`src/rtl/regbank_pkg.sv`:
```
package regbank_pkg;

    localparam int WORD_W  = 16;
    localparam int BYTE_W  = 8;
    localparam int ADDR_W  = 24;
    localparam int NUM_REG = 4;
    localparam int SEL_W   = $clog2(NUM_REG);
    localparam int BANK_W  = ADDR_W - WORD_W;

    typedef enum logic [SEL_W-1:0] {
        SEL_ACC_A = 2'd0,
        SEL_ACC_B = 2'd1,
        SEL_IDX_X = 2'd2,
        SEL_IDX_Y = 2'd3
    } reg_sel_e;

    typedef logic [NUM_REG-1:0][WORD_W-1:0] reg_array_t;

    typedef struct packed {
        logic [ADDR_W-1:0] indexed;
        logic [ADDR_W-1:0] move_src;
        logic [ADDR_W-1:0] move_dst;
        logic [WORD_W-1:0] mac_mcand;
        logic [WORD_W-1:0] mac_mplier;
    } addr_bundle_t;

    // Accumulators occupy codes 0 and 1, index registers codes 2 and 3.
    function automatic logic is_acc(input logic [SEL_W-1:0] sel);
        return (sel == SEL_ACC_A) || (sel == SEL_ACC_B);
    endfunction

    function automatic logic narrow_for(input logic [SEL_W-1:0] sel,
                                        input logic acc_byte,
                                        input logic idx_byte);
        return is_acc(sel) ? acc_byte : idx_byte;
    endfunction

    // Byte mode keeps the upper byte, word mode replaces everything.
    function automatic logic [WORD_W-1:0] merge_write(input logic [WORD_W-1:0] old_v,
                                                      input logic [WORD_W-1:0] new_v,
                                                      input logic narrow);
        logic [WORD_W-1:0] res;
        res = narrow ? {old_v[WORD_W-1:BYTE_W], new_v[BYTE_W-1:0]} : new_v;
        return res;
    endfunction

    function automatic logic [WORD_W-1:0] view_width(input logic [WORD_W-1:0] v,
                                                     input logic narrow);
        logic [WORD_W-1:0] res;
        res = narrow ? {{(WORD_W-BYTE_W){1'b0}}, v[BYTE_W-1:0]} : v;
        return res;
    endfunction

endpackage

```
`src/rtl/regbank_store.sv`:
```
module regbank_store
    import regbank_pkg::*;
#(
    parameter int N_REGS = NUM_REG,
    parameter int DW     = WORD_W,
    localparam int SW    = $clog2(N_REGS)
) (
    input  logic                      clk,
    input  logic                      rst,
    input  logic                      wr_en,
    input  logic [SW-1:0]             wr_sel,
    input  logic [DW-1:0]             wr_data,
    input  logic                      acc_byte,
    input  logic                      idx_byte,
    output logic [N_REGS-1:0][DW-1:0] regs_q
);

    for (genvar i = 0; i < N_REGS; i++) begin : g_reg
        localparam logic [SW-1:0] CODE = SW'(i);
        logic hit;
        logic narrow;

        always_comb begin
            hit    = wr_en && (wr_sel == CODE);
            narrow = narrow_for(CODE, acc_byte, idx_byte);
        end

        always_ff @(posedge clk) begin
            if (rst) begin
                regs_q[i] <= '0;
            end else if (hit) begin
                regs_q[i] <= merge_write(regs_q[i], wr_data, narrow);
            end
        end
    end

endmodule

```
`src/rtl/regbank_readport.sv`:
```
module regbank_readport
    import regbank_pkg::*;
#(
    parameter int N_REGS = NUM_REG,
    parameter int DW     = WORD_W,
    localparam int SW    = $clog2(N_REGS)
) (
    input  logic [N_REGS-1:0][DW-1:0] regs_q,
    input  logic [SW-1:0]             rd_sel,
    input  logic                      acc_byte,
    input  logic                      idx_byte,
    output logic [DW-1:0]             rd_data,
    output logic [DW-1:0]             rd_full
);

    logic narrow;

    always_comb begin
        rd_full = regs_q[rd_sel];
        narrow  = narrow_for(rd_sel, acc_byte, idx_byte);
        rd_data = view_width(rd_full, narrow);
    end

endmodule

```
`src/rtl/regbank_agen.sv`:
```
module regbank_agen
    import regbank_pkg::*;
#(
    parameter int AW = ADDR_W,
    parameter int DW = WORD_W,
    localparam int BW = AW - DW
) (
    input  logic [DW-1:0] idx_x,
    input  logic [DW-1:0] idx_y,
    input  logic          idx_byte,
    input  logic [AW-1:0] opnd_addr,
    input  logic [BW-1:0] src_bank,
    input  logic [BW-1:0] dst_bank,
    output addr_bundle_t  addrs
);

    logic [DW-1:0] x_eff;
    logic [AW-1:0] x_ext;

    always_comb begin
        x_eff = view_width(idx_x, idx_byte);
        x_ext = {{BW{1'b0}}, x_eff};
        // Sum truncated to AW bits: carry out of the top bit is dropped.
        addrs.indexed    = opnd_addr + x_ext;
        addrs.move_src   = {src_bank, idx_x};
        addrs.move_dst   = {dst_bank, idx_y};
        addrs.mac_mcand  = idx_x;
        addrs.mac_mplier = idx_y;
    end

endmodule

```
`src/rtl/cpu_regbank.sv`:
```
module cpu_regbank
    import regbank_pkg::*;
(
    input  logic              clk,
    input  logic              rst,
    input  logic              wr_en,
    input  logic [SEL_W-1:0]  wr_sel,
    input  logic [WORD_W-1:0] wr_data,
    input  logic              acc_byte,
    input  logic              idx_byte,
    input  logic [SEL_W-1:0]  rd_sel,
    output logic [WORD_W-1:0] rd_data,
    output logic [WORD_W-1:0] rd_full,
    input  logic [ADDR_W-1:0] opnd_addr,
    input  logic [BANK_W-1:0] dst_bank,
    input  logic [BANK_W-1:0] src_bank,
    output logic [ADDR_W-1:0] idx_addr,
    output logic [ADDR_W-1:0] mv_src_addr,
    output logic [ADDR_W-1:0] mv_dst_addr,
    output logic [WORD_W-1:0] mac_mcand_ptr,
    output logic [WORD_W-1:0] mac_mplier_ptr
);

    reg_array_t   regs_w;
    addr_bundle_t addrs;

    regbank_store #(.N_REGS(NUM_REG), .DW(WORD_W)) u_store (
        .clk      (clk),
        .rst      (rst),
        .wr_en    (wr_en),
        .wr_sel   (wr_sel),
        .wr_data  (wr_data),
        .acc_byte (acc_byte),
        .idx_byte (idx_byte),
        .regs_q   (regs_w)
    );

    regbank_readport #(.N_REGS(NUM_REG), .DW(WORD_W)) u_read (
        .regs_q   (regs_w),
        .rd_sel   (rd_sel),
        .acc_byte (acc_byte),
        .idx_byte (idx_byte),
        .rd_data  (rd_data),
        .rd_full  (rd_full)
    );

    regbank_agen #(.AW(ADDR_W), .DW(WORD_W)) u_agen (
        .idx_x     (regs_w[SEL_IDX_X]),
        .idx_y     (regs_w[SEL_IDX_Y]),
        .idx_byte  (idx_byte),
        .opnd_addr (opnd_addr),
        .src_bank  (src_bank),
        .dst_bank  (dst_bank),
        .addrs     (addrs)
    );

    always_comb begin
        idx_addr       = addrs.indexed;
        mv_src_addr    = addrs.move_src;
        mv_dst_addr    = addrs.move_dst;
        mac_mcand_ptr  = addrs.mac_mcand;
        mac_mplier_ptr = addrs.mac_mplier;
    end

endmodule

```
`config.mk`:
```
export PLATFORM = sky130hd
export DESIGN_NAME = cpu_regbank
export DESIGN_NICKNAME = d
export VERILOG_FILES = /design/src/rtl/regbank_pkg.sv /design/src/rtl/regbank_store.sv /design/src/rtl/regbank_readport.sv /design/src/rtl/regbank_agen.sv /design/src/rtl/cpu_regbank.sv
export SDC_FILE = /design/constraint.sdc
export NUM_CORES = 1
export LEC_CHECK = 0
export BUFFER_PORTS_ARGS = -buffer_cell sky130_fd_sc_hd__buf_2
export CAP_MARGIN = 5
export CORE_ASPECT_RATIO = 0.9
export CORE_MARGIN = 10
export CORE_UTILIZATION = 49
export CTS_BUF_LIST = sky130_fd_sc_hd__clkbuf_16
export CTS_CLUSTER_DIAMETER = 80
export CTS_CLUSTER_SIZE = 25
export DETAILED_ROUTE_END_ITERATION = 16
export PLACE_DENSITY = 0.87
export RECOVER_POWER = 100
export SLEW_MARGIN = 20
export SYNTH_ARGS = -nofsm -noshare
export SYNTH_HDL_FRONTEND = slang
export SYNTH_HIERARCHICAL = 1
export SYNTH_SLANG_ARGS = --single-unit
```
`constraint.sdc`:
```
create_clock -name clk -period 2.71 [get_ports clk]
set_input_delay 0.271 -clock clk [delete_from_list [all_inputs] [get_ports clk]]
set_output_delay 0.271 -clock clk [all_outputs]
set_load 0.05 [all_outputs]
```
# After elaboration in Yosys (flattened, before gate mapping)
# Cells that the tools add are included.
# Widths: inputs -> output; s select.
[word_totals]
ff_bits = 64
latch_bits = 0
ramBits = 0
rom_bits = 0
inputBits = 65
mem_count = 0
[op_classes]
n_addsub = 1
n_mul = 0
div_mod_pow = 0
n_lt_le_gt_ge = 1
n_eq_ne = 4
n_shift = 0
muxes = 5
n_bitwise = 2
n_reduce_logical = 11
[ops]
columns = ["cell", "n"]
rows = [
  ["$mux 16", 3],
  ["$bmux 16 s2", 1],
  ["$add 24x16->24", 1],
  ["$reduce_and 2->1", 4],
  ["$eq 2x1->1 const B", 2],
  ["$eq 2x2->1 const B", 2],
  ["$logic_and 1x1->1", 4],
  ["$logic_not 2->1", 2],
  ["$lt 2x3->1 const B", 1],
  ["$not 1->1", 2],
  ["$logic_or 1x1->1", 1],
  ["$mux 1", 1],
]

# Logic depth before layout (Yosys ltp)
# Gate-level depths: netlist (run 1).
[logic_depth]
word_depth = 4
depth_mapped = 8
mapped_depth_nobuf = 7

# Cells and area by module
# Netlist (run 1), hierarchy kept.
[by_module_without_submodules]
columns = ["module", "instances", "cells_each", "area_per_inst_um2", "seq_area_each_um2"]
rows = [
  ["regbank_store", 1, 231, 2558.7, 1281.2],
  ["regbank_agen", 1, 239, 1714.1, 0.0],
  ["regbank_readport", 1, 37, 574.3, 0.0],
]

# Worst setup path before layout (run 1)
# No wires, ideal clock.
[synth_timing]
kind = "reg-to-output"
from = "register u_store/regs_q[40] (netlist bit)"
to = "output port idx_addr[21]"
arrival_time_ps = 2758
slack_ps = -319
stages_incl_launch_ff = 9
path_buffers = 1
cell_sequence = "dfxtp_1 nor2b_1 ha_1 buf_2 a21oi_1 o21ai_1 a32oi_2 a2111oi_0 o32ai_1"
[synth_via]
elab_chain_cells = 2
[synth_rtl]
columns = ["element", "line", "rtl"]
rows = [
  ["start: declaration", "regbank_store.sv:15", "output logic [N_REGS-1:0][DW-1:0] regs_q"],
  ["start signal: indexed assignment", "regbank_store.sv:32", "regs_q[i] <= merge_write(regs_q[i], wr_data, narrow);"],
  ["$mux 16", "regbank_pkg.sv:50", "res = narrow ? {{(WORD_W-BYTE_W){1'b0}}, v[BYTE_W-1:0]} : v;"],
  ["$add 24x16->24", "regbank_agen.sv:24", "addrs.indexed = opnd_addr + x_ext;"],
  ["end: declaration", "cpu_regbank.sv:17", "output logic [ADDR_W-1:0] idx_addr,"],
]
# No other way between the ends.

# Worst setup path in the final report (run 1)
[layout_timing]
from = "register u_store/regs_q[32] (netlist bit)"
to = "output port idx_addr[10]"
# The elaborated chain is that of the path after synthesis.

==> results.ini, run 1 <==
[status]
status = complete, no violations

[sta]
final.setup.worst_slack_ns = 0.0421
report.final.setup_viol = 0
accumulated_negative_setup_slack_ns = 0
timing.fmax_mhz = 375
slew_violations = 0
min_period_over_period_pct = 98.4
slew_headroom_pct = 17.3
finalHoldViolations = 0
fin_worst_skew_ns = 0
hold_ws_ns = 0.305
finalWorstPathRequiredPeriod_ns = 2.67
tightest_slew_ns = 1.24

[setup_path]
worstSetupStartpointType = flip-flop
reg2reg_from = u_store/regs_q[36]
slowest_delay_ns = 0.34
cpLargestDelayFamily = compound AO/OA/AOI/OAI gates
critPathMaxFanout = 3
kind_of_critical_path = reg -> out
crit_buf_inv = 2
endpoint_kind = output port
critPathRequiredTime_ns = 2.44
crit_path_top_delay_cell = dfxtp_1
worstSetupStartpoint = u_store/regs_q[32]
crit_chain = ha_1 > fa_2 > a21oi_2 > o221a_2 > buf_4 > nor2_1 > o21ai_1 > a31oi_1 > buf_4
critical_path_arrival_ns = 2.40
critical-path-top-cell-by-count = buf_4

[floorplanning]
design.core.area_mm2 = 0.00966
initial_standard_cell_utilization_of_the_core_pct = 50.2
rows = 34
die_width_um = 125
boundaryPins = 201
floorplan.die_area_mm2 = 0.0143
chipHeight_um = 114

[drt]
num_vias = 3973
wl_per_cell_um = 19.9
vias_per_cell = 5.44
detail_route.first_pass.iterations = 5
ant_nets = 0
routed_wl_um = 14500
initialDrtViolationCount = 241
drc = 0

[power]
share_clk_of_total_power_pct = 40.4
netSwitchingPower_mw = 0.896
swShare_pct = 31.1
seq_power_share_pct = 34.4
power.share.combinational_pct = 25.2
p_per_area_mw_per_mm2 = 493
internal_power_mw = 1.98
ir_drop_v = 0.000449
power.static_leakage_nw = 2.66

[yosys]
yosys.cell_types.count = 57
yosysWarnings = 6
syn_area_mm2 = 0.00485
synthTopCellsByArea = dfxtp_1 26%, buf_4 14%, mux2i_1 14%
ys_async_sr_fraction_pct = 0
syn-instance-count = 507
dominantRegCellSynth = dfxtp_1
post_synth_most_frequent_cells = 89 x buf_4, 81 x nand2b_1, 66 x mux2i_1, 64 x dfxtp_1, 21 x a21oi_1
area_share_of_the_leading_cell_type_in_the_synthesized_netlist_pct = 26.4
syn_nets = 589
synth_seq_cells = 64
yosysMostFrequentCell = buf_4
synth_sequential_area_ratio_pct = 26.4
yosysTopAreaCell = dfxtp_1
avgSynthCellArea_um2 = 9.56
synth_edf_count = 0

[hold_path]
hold_class = in -> reg
hold_path.startpoint = wr_data[4]

[placed_design]
gp_routability_congestion = 0.915
place_worst_setup_slack_ns = 0.0165
area_post_placement_mm2 = 0.00523
port_buffers = 168
hpwl_um = 11100

[clock_tree]
worst_skew_pair.late_latency_ns = 0.31
clk_root_buffer_cell = clkbuf_16
tritoncts_clock_tree = yes
cts_max_path_buffers = 2
cts_buffers = 9
ctsHoldBuffers = 0
clock_slew_at_the_register_clock_pins_of_the_worst_setup_and_hold_paths_ns = 0.05
cts-htree-levels = 3
clkSinkCount = 64

[layout]
drive_above_1_share_pct = 31.6
antenna-diode-count = 0
fillers = 843
area.growth.synth_to_final_pct = 20.4
max_flop_register = u_store/regs_q
layout_top_registers = u_store/regs_q: 64 flops
layout.cell_area.non_filler_mm2 = 0.00584
max_ffs_per_register = 64
num-nets-final = 682

[grt]
first_global_vias = 4093
grt_start_max_net_pins = 81
initial_antenna_violation_count = 0
grt-ovfl-total = 0
grt_util_all_layers_pct = 18.6
global_route_wire_length_before_repair_um = 22100

[job]
drv_cap = 0

-- power groups by stage --
stage,Clock [mW],Combinational [mW],Sequential (mW)
floorplan,0,0.599,1.00
CTS,1.18,0.691,0.987
global placement,0,0.662,1.00
detailed placement,0,0.675,1.01
global route,1.23,0.763,0.991
finish,1.16,0.726,0.988
-- worst paths after layout --
| check | slack, ns | cells past startpoint | endpoint |
|---|---|---|---|
| setup / recovery | 0.04 | 9 | idx_addr[10] |
| hold reg to reg | 0.47 | 2 | u_store/regs_q[21] |
| setup reg to reg | 1.80 | 3 | u_store/regs_q[36] |
| hold / removal | 0.31 | 3 | u_store/regs_q[4] |
-- layout by cell type (no fill, tap or decap), types with 6 or more instances in the layout --
master	count
mux2i_1	66
nand3_1	6
clkbuf_2	35
nor2_1	7
xor2_1	7
and2_1	9
clkbuf_1	71
nand2b_1	81
inv_1	10
xnor2_1	11
nand2_1	10
mux4_1	14
dfxtp_1	61
buf_4	35
a21oi_2	8
ha_4	10
buf_2	50
a21oi_1	11
clkbuf_16	9
-- per-stage QoR --
step           total power, mW  utilization, %  instances
6_report                  2.88            60.5        730
2_1_floorplan             1.60               -        507
3_5_place_dp              1.68            54.1        710
5_1_grt                   2.98            60.5        730
4_1_cts                   2.86            58.3        725
3_3_place_gp              1.67            54.1        710
-- timing repair --
item / 4_1_cts / 5_1_grt
resized for setup: 26 / 59
buffers inserted: 0 / 5
cloned: 0 / 0
pin swaps: 2 / 18
setup endpoints to repair: 14 / 15
-- worst register-to-register path: cells and delay by family (launching register included) --
family        cells  cell delay (ns)
flops             1             0.36
simple gates      1             0.06
buf+inv           1             0.16
mux               1             0.22
-- logic make-up after synthesis --
family,count (synthesis),share of synthesized area (%)
compound gates,59,8.49
xor+xnor,18,3.25
fa+ha+maj,17,4.54
buf+inv,122,17.2
flops,64,26.4
mux,82,22.1
simple gates,145,18.0
-- cell type report --
cell class	count	area [um^2]	area share, %
sequential	64	1290	22.1
timing repair buffer	195	992	17.0
clock inverter	6	76.3	1.31
tap	126	158	2.70
multi-input combinational	321	3070	52.5
clock buffer	9	225	3.86
inverter	9	33.8	0.579
-- per-layer routing --
metal	share of wire [%]	wire length, um	track usage (%)	up-vias
met3	5.8	848	4.31	20
li1	-	-	-	1882
met5	0	0	0	-
met2	51	7430	32.4	134
met1	42	6110	22.0	1937
met4	1.0	146	6.83	0
Power figures use the tool's default switching activity.
==> run 2, diff against run 1 <==
--- a/config.mk
+++ b/config.mk
@@ -9,12 +9,12 @@
 export CAP_MARGIN = 5
 export CORE_ASPECT_RATIO = 0.9
 export CORE_MARGIN = 10
-export CORE_UTILIZATION = 49
+export CORE_UTILIZATION = 53
 export CTS_BUF_LIST = sky130_fd_sc_hd__clkbuf_16
 export CTS_CLUSTER_DIAMETER = 80
 export CTS_CLUSTER_SIZE = 25
 export DETAILED_ROUTE_END_ITERATION = 16
-export PLACE_DENSITY = 0.87
+export PLACE_DENSITY = 0.93
 export RECOVER_POWER = 100
 export SLEW_MARGIN = 20
 export SYNTH_ARGS = -nofsm -noshare
==> constraint.sdc (replaced) <==
create_clock -name clk -period 3.2 [get_ports clk]
set_input_delay 0.32 -clock clk [delete_from_list [all_inputs] [get_ports clk]]
set_output_delay 0.32 -clock clk [all_outputs]
set_load 0.05 [all_outputs]
==> results.ini, run 2 (synthesis gave the netlist of run 1 again) <==
[sta]
slew_violations = 81  ; was 0
fin_worst_skew_ns = 0  ; unchanged
accumulated_negative_setup_slack_ns = 0  ; unchanged
final.setup.worst_slack_ns = 0.178  ; was 0.0421 ns
min_period_over_period_pct = 94.5
slew_headroom_pct = -55.7  ; was 17.3%
tightest_slew_ns = 2.34  ; was 1.24 ns
report.final.setup_viol = 0  ; unchanged
finalHoldViolations = 0  ; unchanged
timing.fmax_mhz = 331
grt_setup_unrepaired = false
finalWorstPathRequiredPeriod_ns = 3.02

[layout]
multi_input_logic_area_mm2 = 0.00276  ; was 0.00307 mm^2
final_common_cell = clkbuf_1  ; was nand2b_1
fillers = 837  ; was 843
area.growth.synth_to_final_pct = 7.38  ; was 20.4%
max_ffs_per_register = 64  ; unchanged
layout_top_registers = u_store/regs_q: 64 flops  ; unchanged
mostFrequentLayoutCells = 106 x clkbuf_1, 81 x nand2b_1, 66 x mux2i_1  ; was 81 x nand2b_1, 71 x clkbuf_1, 66 x mux2i_1
num-nets-final = 658  ; was 682
layout.area.seq_mm2 = 0.00128  ; was 0.00129 mm^2
drive_above_1_share_pct = 15.0  ; was 31.6%
max_flop_register = u_store/regs_q  ; unchanged

[drt]
ant_nets = 0  ; unchanged
num_vias = 3893  ; was 3973
routed_wl_um = 13400  ; was 14500 um
wl_per_cell_um = 19.1  ; was 19.9 um
detail_route.first_pass.iterations = 4  ; was 5
drc = 0  ; unchanged
initialDrtViolationCount = 337  ; was 241
vias_per_cell = 5.55  ; was 5.44

[setup_path]
timing.reg2reg.worst_path_depth = 3  ; unchanged
critPathRequiredTime_ns = 2.88  ; was 2.44 ns
reg2reg_from = u_store/regs_q[36]  ; unchanged
worst_r2r_endpoint = u_store/regs_q[36]  ; unchanged
worstSetupStartpointType = flip-flop  ; unchanged
endpoint_kind = output port  ; unchanged
worstSetupStartpoint = u_store/regs_q[46]  ; was u_store/regs_q[32]
kind_of_critical_path = reg -> out  ; unchanged
critPathMaxFanout = 8  ; was 3
worst-r2r-setup-slack_ns = 2.37  ; was 1.80 ns
critical_path.endpoint = idx_addr[22]  ; was idx_addr[10]
critical_path_arrival_ns = 2.70  ; was 2.40 ns
crit_chain = nor2b_1 > ha_2 > nand3_1 > nor4_1 > a22oi_1 > a21oi_1 > xor2_1 > clkbuf_4  ; was ha_1 > fa_2 > a21oi_2 > o221a_2 > buf_4 > nor2_1 > o21ai_1 > a31oi_1 > buf_4
slowest_delay_ns = 0.41  ; was 0.34 ns
crit_path_top_delay_cell = ha_2  ; was dfxtp_1

[power]
ir_drop_v = 0.000398  ; was 0.000449 V
netSwitchingPower_mw = 0.728  ; was 0.896 mW
power.static_leakage_nw = 2.36  ; was 2.66 nW
p_per_area_mw_per_mm2 = 423  ; was 493 mW/mm^2
swShare_pct = 33.1  ; was 31.1%
share_clk_of_total_power_pct = 37.0  ; was 40.4%
internal_power_mw = 1.47  ; was 1.98 mW
seq_power_share_pct = 38.3  ; was 34.4%
power.share.combinational_pct = 24.7  ; was 25.2%

[floorplanning]
floorplan.die_area_mm2 = 0.0134  ; was 0.0143 mm^2
chipHeight_um = 111  ; was 114 um
design.core.area_mm2 = 0.00900  ; was 0.00966 mm^2
rows = 33  ; was 34
boundaryPins = 201  ; unchanged
die_width_um = 121  ; was 125 um
initial_standard_cell_utilization_of_the_core_pct = 53.9  ; was 50.2%

[clock_tree]
clkSinkCount = 64  ; unchanged
cts_max_path_buffers = 2  ; unchanged
clk_root_buffer_cell = clkbuf_16  ; unchanged
post-cts-setup-buffers = 0  ; unchanged
clock_slew_at_the_register_clock_pins_of_the_worst_setup_and_hold_paths_ns = 0.05  ; about the same
cts_buffers = 9  ; unchanged
cts-htree-levels = 3  ; unchanged
tritoncts_clock_tree = yes  ; unchanged
worst_skew_pair.late_latency_ns = 0.31  ; about the same

[placed_design]
hpwl_um = 10400  ; was 11100 um
port_buffers = 168  ; unchanged
place_worst_setup_slack_ns = 0.399  ; was 0.0165 ns
gp_routability_congestion = 0.900  ; was 0.915

[grt]
grt_start_max_net_pins = 81  ; unchanged
grt-ovfl-total = 0  ; unchanged
first_global_vias = 4131  ; was 4093
initial_antenna_violation_count = 1  ; was 0
global_route_wire_length_before_repair_um = 21200  ; was 22100 um
grt_util_all_layers_pct = 19.3  ; was 18.6%

[job]
drv_cap = 1  ; was 0

[status]
violated_checks = max-capacitance violations, max-slew violations
status = finished, violations left  ; was complete, no violations

[hold_path]
hold_class = in -> reg  ; unchanged

==> run 2: per-layer routing <==
layer	vias up	part of all wire (%)	track usage, %
li1	1834	-	-
met1	1867	39	20.9
met2	163	52	34.9
met3	29	6.5	4.63
met4	0	2.2	7.64
met5	-	0	0
==> run 2: power groups by stage <==
| stage | Clock [mW] | Sequential, mW | Combinational [mW] |
|---|---|---|---|
| 2_1_floorplan | 0 | 0.850 | 0.507 |
| 3_3_place_gp | 0 | 0.855 | 0.542 |
| 3_5_place_dp | 0 | 0.857 | 0.553 |
| 4_1_cts | 0.823 | 0.841 | 0.554 |
| 5_1_grt | 0.861 | 0.844 | 0.574 |
| 6_report | 0.814 | 0.842 | 0.544 |
==> run 2: metrics by stage <==
stage / cells / utilization (%) / power [mW] / hold slack, ns / instance area [um^2]
floorplan: 507 / - / 1.36 / 0.444 / 4850
global placement: 687 / 56.3 / 1.40 / 0.454 / 5070
detailed placement: 687 / 56.3 / 1.41 / 0.457 / 5070
CTS: 701 / 59.0 / 2.22 / 0.330 / 5320
global route: 702 / 57.8 / 2.28 / 0.353 / 5200
finish: 702 / 57.8 / 2.20 / 0.343 / 5200
==> run 2: worst min path at each step <==
stage	start	end	slack, ns	depth (start not counted)
floorplan	u_store/regs_q[16]	u_store/regs_q[16]	0.44	2
global placement	u_store/regs_q[24]	u_store/regs_q[24]	0.45	2
detailed placement	u_store/regs_q[21]	u_store/regs_q[21]	0.46	2
CTS	wr_data[6]	u_store/regs_q[54]	0.33	3
global route	wr_data[9]	u_store/regs_q[9]	0.35	3
finish	wr_data[4]	u_store/regs_q[52]	0.34	3
==> run 2: repair_timing <==
item	in CTS	in global routing
endpoints found under the setup margin	0	4
hold endpoints to repair	0	0
resized for setup	0	9
hold buffers	0	0
==> run 2: cell type report <==
class | count | area share (%)
antenna | 1 | 0.0481
clock buffer | 9 | 4.33
clock inverter | 5 | 0.361
inverter | 9 | 0.649
multi-input combinational | 321 | 52.9
sequential | 64 | 24.6
tap | 122 | 2.93
timing repair buffer | 171 | 14.1
==> run 2: worst max-delay path: cells and delay by family, from the launching register on <==
family	cells	cell delay, ns
buffers and inverters	1	0.26
and+or+nand+nor	3	0.71
xor gates and xnor gates	1	0.19
AOI/OAI and AO/OA	2	0.42
DFF	1	0.37
adders and majority gates	1	0.41
